### src/rtl/smap_pkg.sv
package smap_pkg;

  localparam int DEF_COLS = 128;
  localparam int DEF_ROWS = 65;

  // Add two indices already below m and fold the sum back into [0, m)
  // with one compare and one subtract; both inputs are below m.
  function automatic int wrap_add(input int a, input int b, input int m);
    int s;
    s = a + b;
    if (s >= m) s = s - m;
    return s;
  endfunction

  // Reflect an index across a span of n entries.
  function automatic int reflect_idx(input int i, input int n);
    return (n - 1) - i;
  endfunction

endpackage

### src/rtl/smap_cfg_regs.sv
module smap_cfg_regs #(
  parameter int NUM_ROWS = smap_pkg::DEF_ROWS,
  localparam int ROW_W = $clog2(NUM_ROWS)
) (
  input  logic             clk,
  input  logic             rst_n,
  input  logic             start_wr,
  input  logic [ROW_W-1:0] start_val,
  input  logic             mirror_wr,
  input  logic             mirror_col,
  input  logic             mirror_row,
  input  logic             frame_start,
  output logic [ROW_W-1:0] pend_start,
  output logic [ROW_W-1:0] act_start,
  output logic [ROW_W-1:0] eff_start,
  output logic             eff_colm,
  output logic             eff_rowm,
  output logic             start_accept
);

  localparam logic [ROW_W-1:0] LAST_ROW = ROW_W'(NUM_ROWS - 1);

  logic pend_colm, pend_rowm;
  logic act_colm, act_rowm;

  assign start_accept = start_wr && (start_val <= LAST_ROW);

  always_ff @(posedge clk) begin
    if (!rst_n) begin
      pend_start <= '0;
      pend_colm  <= 1'b0;
      pend_rowm  <= 1'b0;
      act_start  <= '0;
      act_colm   <= 1'b0;
      act_rowm   <= 1'b0;
    end else begin
      if (start_accept) pend_start <= start_val;
      if (mirror_wr) begin
        pend_colm <= mirror_col;
        pend_rowm <= mirror_row;
      end
      if (frame_start) begin
        act_start <= pend_start;
        act_colm  <= pend_colm;
        act_rowm  <= pend_rowm;
      end
    end
  end

  // Line 0 of a frame already sees the settings it is committing.
  assign eff_start = frame_start ? pend_start : act_start;
  assign eff_colm  = frame_start ? pend_colm  : act_colm;
  assign eff_rowm  = frame_start ? pend_rowm  : act_rowm;

endmodule

### src/rtl/smap_row_calc.sv
module smap_row_calc #(
  parameter int NUM_ROWS = smap_pkg::DEF_ROWS,
  localparam int ROW_W = $clog2(NUM_ROWS)
) (
  input  logic [ROW_W-1:0] line_in,
  input  logic [ROW_W-1:0] first_line,
  input  logic             flip,
  output logic             line_ok,
  output logic [ROW_W-1:0] row_out
);

  localparam logic [ROW_W-1:0] LAST_ROW = ROW_W'(NUM_ROWS - 1);

  logic [ROW_W-1:0] oriented;

  assign line_ok = (line_in <= LAST_ROW);

  always_comb begin
    oriented = line_in;
    if (flip) oriented = ROW_W'(smap_pkg::reflect_idx(int'(line_in), NUM_ROWS));
    if (!line_ok) oriented = '0;
  end

  assign row_out = ROW_W'(smap_pkg::wrap_add(int'(oriented), int'(first_line), NUM_ROWS));

endmodule

### src/rtl/smap_col_calc.sv
module smap_col_calc #(
  parameter int NUM_COLS = smap_pkg::DEF_COLS,
  localparam int COL_W = $clog2(NUM_COLS)
) (
  input  logic [COL_W-1:0] col_in,
  input  logic             flip,
  output logic [COL_W-1:0] col_out
);

  assign col_out = flip ? COL_W'(smap_pkg::reflect_idx(int'(col_in), NUM_COLS)) : col_in;

endmodule

### src/rtl/scroll_row_mapper.sv
module scroll_row_mapper #(
  parameter int NUM_COLS = smap_pkg::DEF_COLS,
  parameter int NUM_ROWS = smap_pkg::DEF_ROWS,
  localparam int COL_W = $clog2(NUM_COLS),
  localparam int ROW_W = $clog2(NUM_ROWS)
) (
  input  logic             clk,
  input  logic             rst_n,
  input  logic             start_wr,
  input  logic [ROW_W-1:0] start_val,
  input  logic             mirror_wr,
  input  logic             mirror_col,
  input  logic             mirror_row,
  input  logic             scan_valid,
  input  logic [ROW_W-1:0] scan_line,
  input  logic [COL_W-1:0] scan_col,
  output logic             out_valid,
  output logic [ROW_W-1:0] ram_row,
  output logic [COL_W-1:0] ram_col
);

  logic             frame_start;
  logic             line_ok;
  logic             scan_take;
  logic             start_accept;
  logic [ROW_W-1:0] pend_start, act_start, eff_start;
  logic             eff_colm, eff_rowm;
  logic [ROW_W-1:0] row_next;
  logic [COL_W-1:0] col_next;

  assign frame_start = scan_valid && (scan_line == '0);

  smap_cfg_regs #(.NUM_ROWS(NUM_ROWS)) cfg_i (
    .clk(clk), .rst_n(rst_n),
    .start_wr(start_wr), .start_val(start_val),
    .mirror_wr(mirror_wr), .mirror_col(mirror_col), .mirror_row(mirror_row),
    .frame_start(frame_start),
    .pend_start(pend_start), .act_start(act_start), .eff_start(eff_start),
    .eff_colm(eff_colm), .eff_rowm(eff_rowm), .start_accept(start_accept)
  );

  smap_row_calc #(.NUM_ROWS(NUM_ROWS)) row_i (
    .line_in(scan_line), .first_line(eff_start), .flip(eff_rowm),
    .line_ok(line_ok), .row_out(row_next)
  );

  smap_col_calc #(.NUM_COLS(NUM_COLS)) col_i (
    .col_in(scan_col), .flip(eff_colm), .col_out(col_next)
  );

  assign scan_take = scan_valid && line_ok;

  always_ff @(posedge clk) begin
    if (!rst_n) begin
      out_valid <= 1'b0;
      ram_row   <= '0;
      ram_col   <= '0;
    end else begin
      out_valid <= scan_take;
      if (scan_take) begin
        ram_row <= row_next;
        ram_col <= col_next;
      end
    end
  end

endmodule

### config.mk
export PLATFORM = sky130hd
export DESIGN_NAME = scroll_row_mapper
export DESIGN_NICKNAME = d
export VERILOG_FILES = /design/src/rtl/smap_pkg.sv /design/src/rtl/smap_cfg_regs.sv /design/src/rtl/smap_row_calc.sv /design/src/rtl/smap_col_calc.sv /design/src/rtl/scroll_row_mapper.sv
export SDC_FILE = /design/constraint.sdc
export NUM_CORES = 1
export LEC_CHECK = 0
export BUFFER_PORTS_ARGS = -buffer_cell sky130_fd_sc_hd__buf_4
export CAP_MARGIN = 20
export CORE_ASPECT_RATIO = 1.2
export CORE_MARGIN = 1
export CORE_UTILIZATION = 54
export CTS_CLUSTER_DIAMETER = 40
export CTS_CLUSTER_SIZE = 30
export DETAILED_ROUTE_END_ITERATION = 6
export PLACE_DENSITY = 0.79
export RECOVER_POWER = 100
export SETUP_SLACK_MARGIN = 0.2
export SYNTH_ARGS = -nofsm -noshare
export SYNTH_HDL_FRONTEND = slang
export SYNTH_SLANG_ARGS = --single-unit
### constraint.sdc
create_clock -name clk -period 4.4 [get_ports clk]
set_input_delay 0.44 -clock clk [delete_from_list [all_inputs] [get_ports clk]]
set_output_delay 0.44 -clock clk [all_outputs]
set_load 0.01 [all_outputs]
==> out/results.ini <==
[setup_path]
reg2regPathDepth = 12
cp_max_fo = 8
worstPathArrival_ns = 4.08
end_kind = flop
required_ns = 4.57
r2r_slack_ns = 1.37
path_class = in -> reg
cp-start-kind = primary input

[detailed_routing]
drtAntennaViolNets = 0
drt-vias-per-instance = 5.540
drt_iter0_markers = 97
dr.pass1.iters = 6
vias = 1734
drc = 4
routed_wl_mm = 4.230
post_drt_wl_per_cell_um = 13.51

[floorplan]
io_pins = 43
initial_core_util_pct = 57.84
die_h_um = 68.35
fp-row-count = 23
dieArea_mm2 = 0.003915
die_x_um = 57.29
coreArea_mm2 = 0.003425

[clock_network]
htreeDepth = 2
path_clk_slew_ns = 0.07
cts_resized = 0
clock_latency_ns = 0.28
clkSinkCount = 33
cts-buffers-inserted = 5
cts_hold_buf = 0
postCtsSetupBuffers = 0
cts_tree = yes
cts.path.max_buffers = 2
cts_root_buf = clkbuf_8

[synth]
netlist_instances = 236
syn_avg_cell_area_um2 = 8.393
ys_async_sr_fraction_pct = 0
synth_flop_cell = dfxtp_1
synth_seq_cells = 33
synth.distinct_cells = 46
syn-cell-area_mm2 = 0.001981
synth-edff-count = 0
syn_nets = 275
yosysSeqAreaShare_pct = 33.35
ys_warn_count = 0

[cells_and_area]
stdcell_area_mm2 = 0.002311
most-common-layout-cells = dfxtp_1 (33), nand2_1 (27), buf_4 (27)
nets = 314
drive_gt1_share_pct = 16.30
utilization_pct = 67.48
final_common_cell = dfxtp_1
syn_to_final_growth_pct = 16.68
n_antenna_cell = 0

[sta]
slew_headroom_pct = 28.31
fin_crit_ns = 3.907
setup_tns_ns = 0
worst_pin_slew_ns = 1.073
fin_worst_skew_ns = 0.004769
fin_crit_sh_pct = 88.79
setup_ws_ns = 0.4933
finalSetupViolations = 0
rsz0062_at_grt = false
max_freq_ghz = 0.2560
hold_viol = 0
final_max_slew_viol_count = 0

[grt]
antenna_found_initial = 0
gr-usage-all-layers_pct = 23.65
grt_remaining_overflow = 0
grt_first_pass_wirelength_mm = 7.086
grt_pass1_vias = 1650
grt_max_degree = 26

[run]
maxCapViolations = 0

[placed_design]
placed_area_mm2 = 0.002296
io_buffers = 42
place.gp.congestion = 0.7964
place_hpwl_mm = 3.123
pre_cts_slack_ns = 0.4228

[outcome]
violations = DRC
status = finished, violations left

[power_and_ir_drop]
total_power_uw = 631.7
p_per_area_mw_per_mm2 = 273.3
ir_drop_v = 0.0001424
power.leakage_nw = 0.9973

[min_path]
min_path_cells = 3
min_path_type = in -> reg

path summary, 6_finish.rpt:
path / start / endpoint
setup / recovery: scan_line[0] / ram_row[4]
hold / removal: mirror_row / cfg_i.pend_rowm
setup reg to reg: cfg_i.pend_rowm / ram_row[5]
hold reg to reg: ram_col[2] / ram_col[2]
metrics by stage:
stage	std cells	hold WS, ns
2_1_floorplan	236	0.4294
3_3_place_gp	305	0.4390
3_5_place_dp	305	0.4450
4_1_cts	313	0.3862
5_1_grt	313	0.4179
6_report	313	0.3845
critical path, stage by stage:
cell	delay, ns
clkbuf_4	0.11
inv_1	0.05
ha_1	0.21
nor2b_1	0.15
nand4b_1	0.13
clkbuf_1	0.38
mux2_1	0.39
ha_1	0.25
fa_1	0.45
a211oi_2	0.27
nor2_1	0.09
xor2_1	0.35
a211oi_4	0.06
a22oi_2	0.27
a21boi_0	0.14
o311a_1	0.33
Yosys cell counts (3+ instances only):
| library cell | instances | area (um2) |
|---|---|---|
| a21oi_1 | 19 | 95.09 |
| nand3_1 | 12 | 60.06 |
| buf_2 | 4 | 20.02 |
| o21ai_0 | 6 | 30.03 |
| xor2_1 | 3 | 26.28 |
| and2_1 | 9 | 56.30 |
| ha_1 | 10 | 125.1 |
| nand2_1 | 27 | 101.4 |
| nand2b_1 | 3 | 18.77 |
| nor4_1 | 3 | 18.77 |
| nand4_1 | 3 | 18.77 |
| mux2i_1 | 6 | 60.06 |
| nor2b_1 | 5 | 31.28 |
| nor3_1 | 4 | 20.02 |
| nor2_1 | 23 | 86.33 |
| mux2_2 | 8 | 90.09 |
| xnor2_1 | 11 | 96.34 |
| dfxtp_1 | 33 | 660.6 |
| inv_1 | 6 | 22.52 |
| o211ai_1 | 3 | 22.52 |
| clkbuf_1 | 6 | 22.52 |
cell type report:
type	instances	area, um2
multi-input combinational	183	1221
fill	335	1114
sequential	33	660.6
timing repair buffer	45	274.0
clock buffer	6	72.57
tap	37	46.29
inverter	7	26.28
clock inverter	2	10.01
kinds of logic after synthesis:
kind of cell | Yosys count | share of synthesized area (%)
AO/OA/AOI/OAI | 45 | 15.73
adder cells (fa/ha/maj) | 11 | 7.328
flip-flops | 33 | 33.35
XOR/XNOR | 14 | 6.191
buffers and inverters | 20 | 4.800
AND/OR/NAND/NOR | 98 | 24.32
multiplexers | 15 | 8.276
routing by layer:
layer	vias to the layer above	part of all wire [%]	track usage, %
met3	9	4.0	4.537
met4	0	1.7	8.841
met2	39	49	43.24
met1	793	45	27.49
met5	-	0	0
li1	893	-	-
flip-flops by register name (all words and copies together), names as in the netlist:
register and flops:
cfg_i.act_rowm 1, cfg_i.pend_colm 1, cfg_i.act_colm 1, out_valid 1, cfg_i.pend_rowm 1, ram_col 7, cfg_i.act_start 7, ram_row 7
cfg_i.pend_start 7
power breakdown:
part	switching, mW	total (mW)	internal, mW
clock network	0.111	0.220	0.110
registers	0.00536	0.315	0.309
logic	0.0535	0.0968	0.0433
Power figures use the tool's default switching activity.
